[config.mk]
export PLATFORM = sky130hd
export DESIGN_NAME = uart_fifo_flags
export DESIGN_NICKNAME = d
export VERILOG_FILES = /design/src/rtl/uart_flags_pkg.sv /design/src/rtl/uart_flags_dp.sv /design/src/rtl/uart_flags_ctrl.sv /design/src/rtl/uart_fifo_flags.sv
export SDC_FILE = /design/constraint.sdc
export NUM_CORES = 1
export LEC_CHECK = 0
export ABC_AREA = 1
export BUFFER_PORTS_ARGS = -buffer_cell sky130_fd_sc_hd__buf_2
export CORE_ASPECT_RATIO = 1.2
export CORE_MARGIN = 10
export CORE_UTILIZATION = 55
export CTS_CLUSTER_DIAMETER = 200
export CTS_CLUSTER_SIZE = 25
export DETAILED_ROUTE_END_ITERATION = 16
export GPL_TIMING_DRIVEN = 0
export PLACE_DENSITY = 0.76
export SLEW_MARGIN = 20
export SYNTH_ARGS = -nofsm -noshare
export SYNTH_HDL_FRONTEND = slang
export SYNTH_SLANG_ARGS = --single-unit
[constraint.sdc]
create_clock -name clk -period 2.9 [get_ports clk]
set_input_delay 0.145 -clock clk [delete_from_list [all_inputs] [get_ports clk]]
set_output_delay 0.145 -clock clk [all_outputs]
set_load 0.05 [all_outputs]
[src/rtl/uart_flags_pkg.sv]
package uart_flags_pkg;

  // Strobes from control to datapath
  typedef struct packed {
    logic rxInc;
    logic rxDec;
    logic rxClr;
    logic ovrSet;
    logic ovrClr;
    logic txInc;
    logic txDec;
    logic txClr;
    logic tmoClr;
    logic tmoStep;
  } flag_strobes_t;

  // Receive threshold encoding; the order of levels is behaviour
  function automatic int unsigned trigLevel(input logic [1:0] sel);
    case (sel)
      2'b00:   return 1;
      2'b01:   return 4;
      2'b10:   return 8;
      default: return 14;
    endcase
  endfunction

  // Ticks in one character: start + data + optional parity + stop
  function automatic int unsigned charTicks(input logic [1:0] wordLen,
                                            input logic       parityEn,
                                            input logic [1:0] stopSel,
                                            input int unsigned tpb);
    int unsigned bits;
    int unsigned stopTicks;
    bits = 6 + int'(wordLen) + (parityEn ? 1 : 0);
    case (stopSel)
      2'b00:   stopTicks = tpb;
      2'b01:   stopTicks = tpb + tpb / 2;
      default: stopTicks = 2 * tpb;
    endcase
    return tpb * bits + stopTicks;
  endfunction

endpackage

[src/rtl/uart_flags_dp.sv]
module uart_flags_dp
  import uart_flags_pkg::*;
#(
  parameter int DEPTH = 16,
  parameter int CNT_W = 5,
  parameter int TMO_W = 10
) (
  input  logic             clk,
  input  logic             rstN,
  input  flag_strobes_t    stb,
  output logic [CNT_W-1:0] rxCount,
  output logic [CNT_W-1:0] txCount,
  output logic [TMO_W-1:0] tmoCount,
  output logic             ovrFlag
);

  always_ff @(posedge clk or negedge rstN) begin
    if (!rstN) begin
      rxCount <= '0;
    end else if (stb.rxClr) begin
      rxCount <= '0;
    end else if (stb.rxInc && !stb.rxDec) begin
      rxCount <= rxCount + 1'b1;
    end else if (stb.rxDec && !stb.rxInc) begin
      rxCount <= rxCount - 1'b1;
    end
  end

  always_ff @(posedge clk or negedge rstN) begin
    if (!rstN) begin
      txCount <= '0;
    end else if (stb.txClr) begin
      txCount <= '0;
    end else if (stb.txInc && !stb.txDec) begin
      txCount <= txCount + 1'b1;
    end else if (stb.txDec && !stb.txInc) begin
      txCount <= txCount - 1'b1;
    end
  end

  always_ff @(posedge clk or negedge rstN) begin
    if (!rstN) begin
      tmoCount <= '0;
    end else if (stb.tmoClr) begin
      tmoCount <= '0;
    end else if (stb.tmoStep) begin
      tmoCount <= tmoCount + 1'b1;
    end
  end

  always_ff @(posedge clk or negedge rstN) begin
    if (!rstN) begin
      ovrFlag <= 1'b0;
    end else if (stb.ovrClr) begin
      ovrFlag <= 1'b0;
    end else if (stb.ovrSet) begin
      ovrFlag <= 1'b1;
    end
  end

  // receive level never exceeds capacity
  assert_rx_bounded_R3: assert property (@(posedge clk) disable iff (!rstN)
    rxCount <= CNT_W'(DEPTH));

  // transmit level never exceeds capacity
  assert_tx_bounded_R10: assert property (@(posedge clk) disable iff (!rstN)
    txCount <= CNT_W'(DEPTH));

endmodule

[src/rtl/uart_flags_ctrl.sv]
module uart_flags_ctrl
  import uart_flags_pkg::*;
#(
  parameter int DEPTH         = 16,
  parameter int TICKS_PER_BIT = 16,
  parameter int TMO_CHARS     = 4,
  parameter int CNT_W         = 5,
  parameter int TMO_W         = 10
) (
  input  logic             clk,
  input  logic             rstN,
  input  logic             rxPush,
  input  logic             rxPop,
  input  logic             txPush,
  input  logic             txPop,
  input  logic             rxFlush,
  input  logic             txFlush,
  input  logic [1:0]       trigSel,
  input  logic [1:0]       wordLen,
  input  logic             parityEn,
  input  logic [1:0]       stopSel,
  input  logic             tick16,
  input  logic             stopCentre,
  input  logic             dmaMode,
  input  logic [CNT_W-1:0] rxCount,
  input  logic [CNT_W-1:0] txCount,
  input  logic [TMO_W-1:0] tmoCount,
  input  logic             ovrFlag,
  output flag_strobes_t    stb,
  output logic             rxIrq,
  output logic             dataReady,
  output logic             rxTimeout,
  output logic             overrun,
  output logic             rxRdyN,
  output logic             txRdyN
);

  localparam logic [CNT_W-1:0] FULL_CNT = CNT_W'(DEPTH);

  logic             rxEmpty;
  logic             rxFull;
  logic             txEmpty;
  logic             txFull;
  logic             rxPopOk;
  logic             rxPushOk;
  logic             txPopOk;
  logic             txPushOk;
  logic             rxAtTrig;
  logic             tmoHit;
  logic             rxHold;
  logic [CNT_W-1:0] trigCnt;
  logic [TMO_W-1:0] tmoLimit;

  always_comb begin
    rxEmpty  = (rxCount == '0);
    rxFull   = (rxCount == FULL_CNT);
    txEmpty  = (txCount == '0);
    txFull   = (txCount == FULL_CNT);
    trigCnt  = CNT_W'(trigLevel(trigSel));
    tmoLimit = TMO_W'(TMO_CHARS * charTicks(wordLen, parityEn, stopSel, TICKS_PER_BIT));
    rxAtTrig = (rxCount >= trigCnt);
    tmoHit   = !rxEmpty && (tmoCount >= tmoLimit);
  end

  always_comb begin
    rxPopOk  = rxPop && !rxEmpty;
    rxPushOk = rxPush && (!rxFull || rxPopOk);
    txPopOk  = txPop && !txEmpty;
    txPushOk = txPush && (!txFull || txPopOk);

    stb         = '0;
    stb.rxClr   = rxFlush;
    stb.rxInc   = rxPushOk;
    stb.rxDec   = rxPopOk;
    stb.ovrClr  = rxFlush;
    stb.ovrSet  = rxPush && !rxPushOk;
    stb.txClr   = txFlush;
    stb.txInc   = txPushOk;
    stb.txDec   = txPopOk;
    stb.tmoClr  = stopCentre || rxPop || rxFlush || rxEmpty;
    stb.tmoStep = tick16 && (tmoCount < tmoLimit);
  end

  // Block-mode receive latch: set by threshold or timeout, dropped on empty
  always_ff @(posedge clk or negedge rstN) begin
    if (!rstN) begin
      rxHold <= 1'b0;
    end else if (rxFlush || rxEmpty) begin
      rxHold <= 1'b0;
    end else if (rxAtTrig || tmoHit) begin
      rxHold <= 1'b1;
    end
  end

  always_comb begin
    rxIrq     = rxAtTrig;
    dataReady = !rxEmpty;
    rxTimeout = tmoHit;
    overrun   = ovrFlag;
    if (dmaMode) begin
      rxRdyN = !(!rxEmpty && (rxHold || rxAtTrig || tmoHit));
      txRdyN = txFull;
    end else begin
      rxRdyN = rxEmpty;
      txRdyN = !txEmpty;
    end
  end

  // a lost push leaves the queue full and raises overrun
  assert_overrun_keeps_level_R3: assert property (@(posedge clk) disable iff (!rstN)
    (rxPush && rxFull && !rxPop && !rxFlush) |=> (rxCount == FULL_CNT) && ovrFlag);

  // push and pop together on a non-empty queue hold the level
  assert_push_pop_stable_R4: assert property (@(posedge clk) disable iff (!rstN)
    (rxPush && rxPop && !rxEmpty && !rxFlush) |=> $stable(rxCount));

  // a host read restarts the gap timer
  assert_pop_restarts_timer_R6: assert property (@(posedge clk) disable iff (!rstN)
    rxPop |=> (tmoCount == '0));

  // transmit flush empties the transmit queue
  assert_tx_flush_R11: assert property (@(posedge clk) disable iff (!rstN)
    txFlush |=> (txCount == '0));

  // receive flush empties the receive queue and clears overrun
  assert_rx_flush_R11: assert property (@(posedge clk) disable iff (!rstN)
    rxFlush |=> (rxCount == '0) && !ovrFlag);

endmodule

[src/rtl/uart_fifo_flags.sv]
module uart_fifo_flags
  import uart_flags_pkg::*;
#(
  parameter int DEPTH         = 16,
  parameter int TICKS_PER_BIT = 16,
  parameter int TMO_CHARS     = 4
) (
  input  logic       clk,
  input  logic       rstN,
  input  logic       rxPush,
  input  logic       rxPop,
  input  logic       txPush,
  input  logic       txPop,
  input  logic       rxFlush,
  input  logic       txFlush,
  input  logic [1:0] trigSel,
  input  logic [1:0] wordLen,
  input  logic       parityEn,
  input  logic [1:0] stopSel,
  input  logic       tick16,
  input  logic       stopCentre,
  input  logic       dmaMode,
  output logic       rxIrq,
  output logic       dataReady,
  output logic       rxTimeout,
  output logic       overrun,
  output logic       rxRdyN,
  output logic       txRdyN
);

  localparam int CNT_W = $clog2(DEPTH + 1);
  // longest frame: start + 8 data + parity + 2 stop bits
  localparam int TMO_W = $clog2(TMO_CHARS * TICKS_PER_BIT * 12 + 1);

  flag_strobes_t    stb;
  logic [CNT_W-1:0] rxCount;
  logic [CNT_W-1:0] txCount;
  logic [TMO_W-1:0] tmoCount;
  logic             ovrFlag;

  uart_flags_ctrl #(
    .DEPTH(DEPTH), .TICKS_PER_BIT(TICKS_PER_BIT), .TMO_CHARS(TMO_CHARS),
    .CNT_W(CNT_W), .TMO_W(TMO_W)
  ) u_ctrl (
    .clk(clk), .rstN(rstN),
    .rxPush(rxPush), .rxPop(rxPop), .txPush(txPush), .txPop(txPop),
    .rxFlush(rxFlush), .txFlush(txFlush), .trigSel(trigSel),
    .wordLen(wordLen), .parityEn(parityEn), .stopSel(stopSel),
    .tick16(tick16), .stopCentre(stopCentre), .dmaMode(dmaMode),
    .rxCount(rxCount), .txCount(txCount), .tmoCount(tmoCount), .ovrFlag(ovrFlag),
    .stb(stb),
    .rxIrq(rxIrq), .dataReady(dataReady), .rxTimeout(rxTimeout),
    .overrun(overrun), .rxRdyN(rxRdyN), .txRdyN(txRdyN)
  );

  uart_flags_dp #(
    .DEPTH(DEPTH), .CNT_W(CNT_W), .TMO_W(TMO_W)
  ) u_dp (
    .clk(clk), .rstN(rstN), .stb(stb),
    .rxCount(rxCount), .txCount(txCount), .tmoCount(tmoCount), .ovrFlag(ovrFlag)
  );

endmodule

* Word-level counts from Yosys, hierarchy flattened
Cells that the tools add are included.
Word-level totals: flip-flop bits (word level) 22, input bits 18, output and inout port bits 6, logic and storage cells 77
Operators by class: $add $sub $neg 8, order comparisons 3, equal/unequal tests 5, multiplexer cells 17, reductions and logical operators 39
Operators by type and width (number):
- 5-bit 2-to-1 mux | 6
- 10-bit 2-to-1 mux | 2
- 1-bit logical AND | 12
- 4-bit case mux with 3 select lines | 1
- 6-bit case mux with 2 select lines | 1
- 10-bit by 1-bit adder with 10-bit output, second input constant | 1
- 5-bit by 1-bit adder with 5-bit output, second input constant | 2
- 5-bit equality test, second input constant | 2
- 10-bit >= comparator | 1
- 5-bit logical NOT | 2
- 10-bit less-than comparator | 1
- 5-bit by 1-bit subtractor with 5-bit output, second input constant | 2
- 1-bit logical NOT | 9
- 1-bit logical OR | 9
- 8-bit by 6-bit adder with 8-bit output | 1
- 1-bit 2-to-1 mux | 7
- 2-bit nonzero test | 3
- 3-bit nonzero test | 2
- 5-bit by 4-bit >= comparator with 1-bit output | 1
- 3-bit by 2-bit adder with 4-bit output, first input constant | 1
- 4-bit adder | 1
- 2-bit by 1-bit equality test with 1-bit output, second input constant | 2
- 2-bit logical NOT | 2
- 2-bit equality test, second input constant | 1

* Longest topological paths before layout
Gate-level depths: netlist (run 1).
depth in word-level cells 10, mapped depth 19, mapped depth without buffers 19

* By module
From an unflattened synthesis (run 1), not the netlist that was laid out.
Second synthesis, totals: cell total of the unflattened synthesis 295, area, all modules 2013.2 um2
Modules (own cells, without submodules):
- uart_flags_dp | times used 1, cells an instance 189, area each 1386.3 um2, sequential area each 525.5 um2
- uart_flags_ctrl | times used 1, cells an instance 106, area each 626.9 um2, sequential area each 25.0 um2

* Worst setup path before layout (run 1)
No wires, ideal clock.
path kind input to output, from input port wordLen[0], to output port rxRdyN, data arrival time 2.278 ns, required time 2.755 ns, setup slack 0.477 ns, stages on the path 15, buffers on the path 0, cells stage by stage ha_1 -> inv_1 -> ha_1 -> fa_1 -> xor2_1 -> ha_1 -> nand2_1 -> nor2_1 -> nand2_1 -> nand3_1 -> inv_1 -> nand2_1 -> nand2_1 -> nand3_1 -> nand2_1
Between the ends: cells in the longest elaborated chain, start to end 9
Ends and longest elaborated chain:
- start, declared | line uart_fifo_flags.sv:17 | input logic [1:0] wordLen,
- 3-bit by 2-bit adder with 4-bit output | line uart_flags_pkg.sv:34 | bits = 6 + int'(wordLen) + (parityEn ? 1 : 0);
- 4-bit adder | line uart_flags_pkg.sv:34
- 8-bit by 6-bit adder with 8-bit output | line uart_flags_pkg.sv:40 | return tpb * bits + stopTicks;
- 10-bit >= comparator | line uart_flags_ctrl.sv:62 | tmoHit = !rxEmpty && (tmoCount >= tmoLimit);
- 1-bit logical AND | line uart_flags_ctrl.sv:62
- 1-bit logical OR | line uart_flags_ctrl.sv:101 | rxRdyN = !(!rxEmpty && (rxHold || rxAtTrig || tmoHit));
- 1-bit logical AND | line uart_flags_ctrl.sv:101
- 1-bit logical NOT | line uart_flags_ctrl.sv:101
- 1-bit 2-to-1 mux | line uart_flags_ctrl.sv:100 | if (dmaMode) begin
- end, declared | line uart_fifo_flags.sv:27 | output logic rxRdyN,
Every way passes these cells.

* Final worst setup path (run 1)
Same ends and word-level chain as after synthesis.

==> results.py, run 1 <==
metrics = {
    "route": {
        "avgViaCountPerCell": 5.14,
        "wl_per_cell_um": 11.4,
        "num_vias": 1692,
        "wirelength_um": 3750,
        "ant_nets": 0,
        "drtIter0Drc": 83,
        "drc": 0,
        "dr.pass1.iters": 4,
    },
    "sta": {
        "hold_slack_ns": 0.123,
        "tns_ns": 0,
        "report.final.slew_viol_count": 0,
        "maxSlewHeadroom": 0.664,
        "setup_violations": 0,
        "finalCriticalPeriod_ns": 2.68,
        "final_hold_viol_count": 0,
        "skew_ns": 0.00387,
        "timing.fmax_ghz": 0.373,
        "period_share": 0.925,
        "worst_slack_ns": 0.216,
        "rsz0062_at_grt": "no",
        "worstMarginPinSlew_ns": 0.503,
    },
    "floorplanning": {
        "start_util": 0.568,
        "die_area_sq_um": 6210,
        "rows": 23,
        "die_w_um": 73.6,
        "fp.dieH_um": 84.3,
        "fp.coreArea_sq_um": 3340,
        "pin_count": 24,
    },
    "place": {
        "gp_congestion": 0.836,
        "hpwl_um": 3150,
        "dpl_worst_slack_ns": 0.221,
        "portBuffers": 23,
    },
    "yosys": {
        "yosysTopAreaCellShare": 0.290,
        "yosysWarnings": 0,
        "seq_area_frac_synth": 0.290,
        "synth_cell_types": 26,
        "synth.largest_area_cell": "dfrtp_1",
        "synth.avg_cell_area_sq_um": 7.18,
        "synth_cells": 264,
        "ys_seq_elements": 22,
        "synth_fp_nets": 306,
        "synth.area.top_cells": "dfrtp_1 29%, nand2_1 14%, ha_1 14%",
        "syn_area_sq_um": 1900,
    },
    "final_layout": {
        "area_delta_synth_final_pct": 11.9,
        "num-nets-final": 335,
        "final_util": 0.636,
        "fill_cells": 307,
        "layout_common_cells": "72 x nand2_1, 41 x inv_1, 27 x nor2_1",
        "drive_above_1_share": 0.140,
        "n_antenna_cell": 0,
        "final_common_cell": "nand2_1",
    },
    "power": {
        "power.leakage_nw": 1.18,
        "swShare": 0.504,
        "seq_power_share": 0.271,
        "internal-power_mw": 0.826,
        "power_frac_clock": 0.131,
        "pwr-share-comb": 0.598,
        "power_switching_mw": 0.838,
        "ir_drop_uv": 672,
        "pwr_density_cell_nw_per_um2": 784,
    },
    "clock_tree": {
        "clkSinkCount": 22,
        "htreeDepth": 1,
        "clock_latency_ns": 0.26,
        "path_clk_slew_ns": 0.08,
        "cts_setup_buffers": 0,
        "numCtsBuffers": 3,
        "cts_tree": "done",
        "ctsRootBufferMaster": "clkbuf_8",
        "clk_path_buf_depth": 2,
    },
    "outcome": {
        "outcome": "completed",
    },
    "worst_hold_path": {
        "hold_class": "in -> reg",
    },
    "setup_path": {
        "cp-start-kind": "input port",
        "r2r_slack_ns": 0.72,
        "cp.arrival_ns": 2.54,
        "path_max_fanout": 3,
        "required_ns": 2.76,
        "worstSetupEndpointType": "output port",
        "critical_path_class": "in -> out",
    },
    "global_routing": {
        "use_met2": 0.225,
        "grtUsageTotal": 0.128,
        "grt_busiest_layer": "met2",
        "use_met1": 0.147,
        "grt_util_met3": 0.0271,
        "grt_overflow": 0,
        "grt_pass1_wl_um": 6770,
        "antenna_found_initial": 0,
        "grt_max_degree": 23,
        "grt_pass1_vias": 1688,
    },
    "run": {
        "drv_cap": 0,
    },
}
-- cell usage after synthesis --
| library cell | instances |
|---|---|
| a21o_1 | 1 |
| a21oi_1 | 8 |
| a21oi_4 | 1 |
| a31oi_1 | 1 |
| clkbuf_1 | 1 |
| dfrtp_1 | 22 |
| fa_1 | 3 |
| ha_1 | 21 |
| inv_1 | 41 |
| inv_2 | 2 |
| nand2_1 | 72 |
| nand2_2 | 2 |
| nand2_4 | 1 |
| nand3_1 | 20 |
| nand3_2 | 2 |
| nand3_4 | 2 |
| nand4_1 | 10 |
| nor2_1 | 27 |
| nor2_2 | 3 |
| nor2_4 | 1 |
| nor3_1 | 2 |
| nor4_1 | 1 |
| o21ai_0 | 11 |
| o21ai_1 | 1 |
| o21bai_1 | 1 |
| xor2_1 | 7 |
-- critical path: stages --
cell	delay, ns
buf_2	0.10
ha_1	0.18
inv_1	0.05
ha_1	0.25
fa_1	0.41
xor2_1	0.16
ha_1	0.29
nand2_1	0.05
nor2_1	0.16
nand2_1	0.07
nand3_1	0.10
inv_1	0.06
nand2_1	0.07
nand2_1	0.10
nand3_1	0.10
nand2_1	0.04
buf_2	0.20
-- cells by family (layout without fill, tap and decap cells) --
| logic type | after synthesis | in the layout | share of synthesized area |
|---|---|---|---|
| simple gates | 143 | 143 | 0.348 |
| buf+inv | 44 | 72 | 0.0871 |
| fa+ha+maj | 24 | 24 | 0.170 |
| xor+xnor | 7 | 7 | 0.0323 |
| compound gates | 24 | 24 | 0.0726 |
| flops | 22 | 22 | 0.290 |
-- power groups by stage --
stage	registers, mW	logic (mW)	clock network (mW)
floorplan	0.443	0.811	0
CTS	0.452	1.01	0.224
detailed placement	0.458	1.01	0
global route	0.464	1.13	0.237
finish	0.451	0.995	0.219
global placement	0.457	0.979	0
-- layout make-up --
cell class / instances / area (sq um) / share of cell area
Timing Repair Buffer: 24 / 125 / 0.0589
Clock buffer: 4 / 55.1 / 0.0259
Sequential cell: 22 / 551 / 0.259
Inverter: 43 / 161 / 0.0760
Tap cell: 37 / 46.3 / 0.0218
Buffer: 1 / 3.75 / 0.00177
Multi-Input combinational cell: 198 / 1180 / 0.556
-- registers in the layout, summed over array words and instances, names as in the netlist --
register and count:
u_dp.txCount 5, u_ctrl.rxHold 1, u_dp.ovrFlag 1, u_dp.tmoCount 10, u_dp.rxCount 5
-- timing repair --
item / CTS / global route
setup endpoints to repair: 0 / 0
resized for setup: 0 / 0
endpoints found under the hold margin: 22 / 0
hold buffers: 1 / 0
-- metal layers --
layer | vias to the layer above | part of all wire
met1 | 761 | 0.44
met3 | 5 | 0.042
met4 | 0 | 0.010
li1 | 903 | -
met2 | 23 | 0.51
met5 | - | 0
-- final timing paths --
kind,endpoint,cells past startpoint,start
max reg2reg,u_dp.txCount[4],15,u_dp.txCount[1]
min reg2reg,u_dp.ovrFlag,2,u_dp.ovrFlag
max,rxRdyN,17,wordLen[0]
max in group asynchronous,u_dp.rxCount[1],2,rstN
min in group asynchronous,u_dp.tmoCount[9],2,rstN
min,u_dp.ovrFlag,2,rxFlush
-- stage by stage --
| step | power, mW | cell area (sq um) | cells |
|---|---|---|---|
| finish | 1.66 | 2120 | 329 |
| global route | 1.84 | 2120 | 329 |
| CTS | 1.69 | 2120 | 329 |
| detailed placement | 1.47 | 2060 | 324 |
| global placement | 1.44 | 2060 | 324 |
| floorplan | 1.25 | 1900 | 264 |
Power figures use the tool's default switching activity.
==> run 2: changes to the inputs <==
--- a/config.mk
+++ b/config.mk
@@ -7,14 +7,13 @@
 export LEC_CHECK = 0
 export ABC_AREA = 1
 export BUFFER_PORTS_ARGS = -buffer_cell sky130_fd_sc_hd__buf_2
-export CORE_ASPECT_RATIO = 1.2
 export CORE_MARGIN = 10
-export CORE_UTILIZATION = 55
+export CORE_UTILIZATION = 52
 export CTS_CLUSTER_DIAMETER = 200
 export CTS_CLUSTER_SIZE = 25
 export DETAILED_ROUTE_END_ITERATION = 16
 export GPL_TIMING_DRIVEN = 0
-export PLACE_DENSITY = 0.76
+export PLACE_DENSITY = 0.73
 export SLEW_MARGIN = 20
 export SYNTH_ARGS = -nofsm -noshare
 export SYNTH_HDL_FRONTEND = slang
==> run 2 against run 1 <==
- sequential share of layout area down 0.33 points
- hold slack got worse by 0.010 ns
- worst setup slack worse by 0.016 ns
- critical path depth did not move
- fmax down 0.59%
- count of clock-buffer cells in the layout down 1
- register-to-register slack about the same
- sequential power is 2% higher
- via count grew 0.89%
- highest routed layer unchanged
==> results.py, run 2 (synthesized netlist as in run 1, its figures left out) <==
metrics = {
    "sta": {
        "maxSlewHeadroom": 0.669,
        "setup_violations": 0,
        "finalCriticalPeriod_ns": 2.70,
        "period_share": 0.931,
        "final_hold_viol_count": 0,
        "skew_ns": 0.00884,
        "report.final.slew_viol_count": 0,
        "tns_ns": 0,
        "timing.fmax_ghz": 0.370,
        "worstMarginPinSlew_ns": 0.496,
        "rsz0062_at_grt": "no",
    },
    "final_layout": {
        "fill_cells": 335,
        "final_common_cell": "nand2_1",
        "area_delta_synth_final_pct": 13.4,
        "n_antenna_cell": 0,
        "top_register": "u_dp.tmoCount",
        "layout_top_registers": "u_dp.tmoCount (10), u_dp.rxCount (5), u_dp.txCount (5)",
        "drive_above_1_share": 0.140,
        "layout_common_cells": "72 x nand2_1, 41 x inv_1, 27 x nor2_1",
        "num-nets-final": 335,
        "layout.cells.non_filler": 338,
        "largest_reg_flops": 10,
    },
    "setup_path": {
        "cp-start-kind": "input port",
        "required_ns": 2.76,
        "cp_slowest_cell": "fa_1",
        "critPathMaxStageDelay_ns": 0.41,
        "cp_common_cell": "nand2_1",
        "cp.arrival_ns": 2.55,
        "worstSetupEndpointType": "output port",
        "path_max_fanout": 3,
        "path_cells": "buf_2, ha_1, inv_1, ha_1, fa_1, xor2_1, ha_1, nand2_1, nor2_1, nand2_1, nand3_1, inv_1, nand2_1, nand2_1, nand3_1, nand2_1, buf_2",
        "critical_path_class": "in -> out",
    },
    "place": {
        "place_inst": 333,
        "hpwl_um": 3160,
        "portBuffers": 23,
        "gp_congestion": 0.818,
    },
    "clock_tree": {
        "clk_path_buf_depth": 2,
        "cts_tree": "done",
        "path_clk_slew_ns": 0.08,
        "htreeDepth": 1,
        "numCtsBuffers": 3,
        "clkSinkCount": 22,
        "clock_latency_ns": 0.27,
        "ctsRootBufferMaster": "clkbuf_8",
        "cts_setup_buffers": 0,
    },
    "floorplanning": {
        "die_area_sq_um": 6460,
        "pin_count": 24,
        "fp.dieH_um": 80.4,
        "die_w_um": 80.4,
        "fp.coreArea_sq_um": 3440,
        "rows": 21,
        "start_util": 0.551,
    },
    "global_routing": {
        "grt_pass1_vias": 1701,
        "grt_max_degree": 23,
        "grt_pass1_wl_um": 7040,
        "grtUsageTotal": 0.130,
        "antenna_found_initial": 0,
        "grt_overflow": 0,
    },
    "power": {
        "power.leakage_nw": 1.19,
        "pwr_density_cell_nw_per_um2": 810,
        "ir_drop_uv": 389,
    },
    "route": {
        "drtIter0Drc": 99,
        "dr.pass1.iters": 4,
        "wirelength_um": 3910,
        "ant_nets": 0,
        "avgViaCountPerCell": 5.05,
        "num_vias": 1707,
        "wl_per_cell_um": 11.6,
        "drc": 0,
    },
    "worst_hold_path": {
        "hold_class": "in -> reg",
    },
    "outcome": {
        "outcome": "completed",
    },
    "run": {
        "drv_cap": 0,
    },
}
## run 2: cell types whose count changed in the layout (fill, tap and decap cells not counted), sizes merged
cell | before | now
bufinv | 0 | 1
clkbuf | 5 | 4
## run 2: final timing paths
kind / slack [ns] / end / startpoint / cells after the start
max in group asynchronous: 2.18 / u_dp.tmoCount[2] / rstN / 2
min in group asynchronous: 0.37 / u_dp.rxCount[4] / rstN / 2
min reg2reg: 0.52 / u_dp.ovrFlag / u_dp.ovrFlag / 2
max: 0.20 / rxRdyN / wordLen[0] / 17
max reg2reg: 0.73 / u_dp.txCount[4] / u_dp.txCount[1] / 15
min: 0.11 / u_dp.ovrFlag / rxFlush / 2
## run 2: what timing repair did
action                    4_1_cts  5_1_grt
hold buffers                    1        0
hold endpoints to repair       22        0
resized for setup               0        0
## run 2: metrics by stage
step                      power (mW)  hold WS (ns)  utilization  worst slack [ns]  cell area [sq um]
after floorplan                 1.25        -0.151            -             0.477               1900
after global placement          1.44         0.145        0.601             0.254               2070
after detailed placement        1.47         0.144        0.601             0.198               2070
after CTS                       1.76         0.113        0.625             0.192               2150
after global routing            1.91         0.127        0.625            0.0351               2150
final                           1.74         0.113        0.625             0.200               2150
## run 2: power breakdown
| part | switching, mW | internal, mW | total [mW] |
|---|---|---|---|
| logic | 0.661 | 0.336 | 0.997 |
| registers | 0.0898 | 0.370 | 0.460 |
| clock network | 0.101 | 0.184 | 0.285 |
| total | 0.852 | 0.890 | 1.74 |
## run 2: layout make-up
| cell class | instances | area [sq um] | area share |
|---|---|---|---|
| multi-input combinational | 198 | 1180 | 0.549 |
| sequential | 22 | 551 | 0.256 |
| inverter | 43 | 161 | 0.0750 |
| timing repair buffer | 24 | 125 | 0.0582 |
| tap | 46 | 57.6 | 0.0268 |
| clock buffer | 3 | 41.3 | 0.0192 |
| clock inverter | 1 | 30.0 | 0.0140 |
| buffer | 1 | 3.75 | 0.00175 |
## run 2: layer usage
| layer | vias up | share of wire | global-route usage |
|---|---|---|---|
| li1 | 905 | - | - |
| met1 | 775 | 0.46 | 0.156 |
| met2 | 25 | 0.48 | 0.221 |
| met3 | 2 | 0.060 | 0.0401 |
| met4 | 0 | 0.0059 | 0.0264 |
| met5 | - | 0 | 0 |
## run 2: worst max-delay path: cells and delay by family
| family | cells | cell delay (ns) |
|---|---|---|
| adders and majority gates | 4 | 1.13 |
| buffers and inverters | 4 | 0.42 |
| xor gates and xnor gates | 1 | 0.15 |
| and+or+nand+nor | 8 | 0.69 |
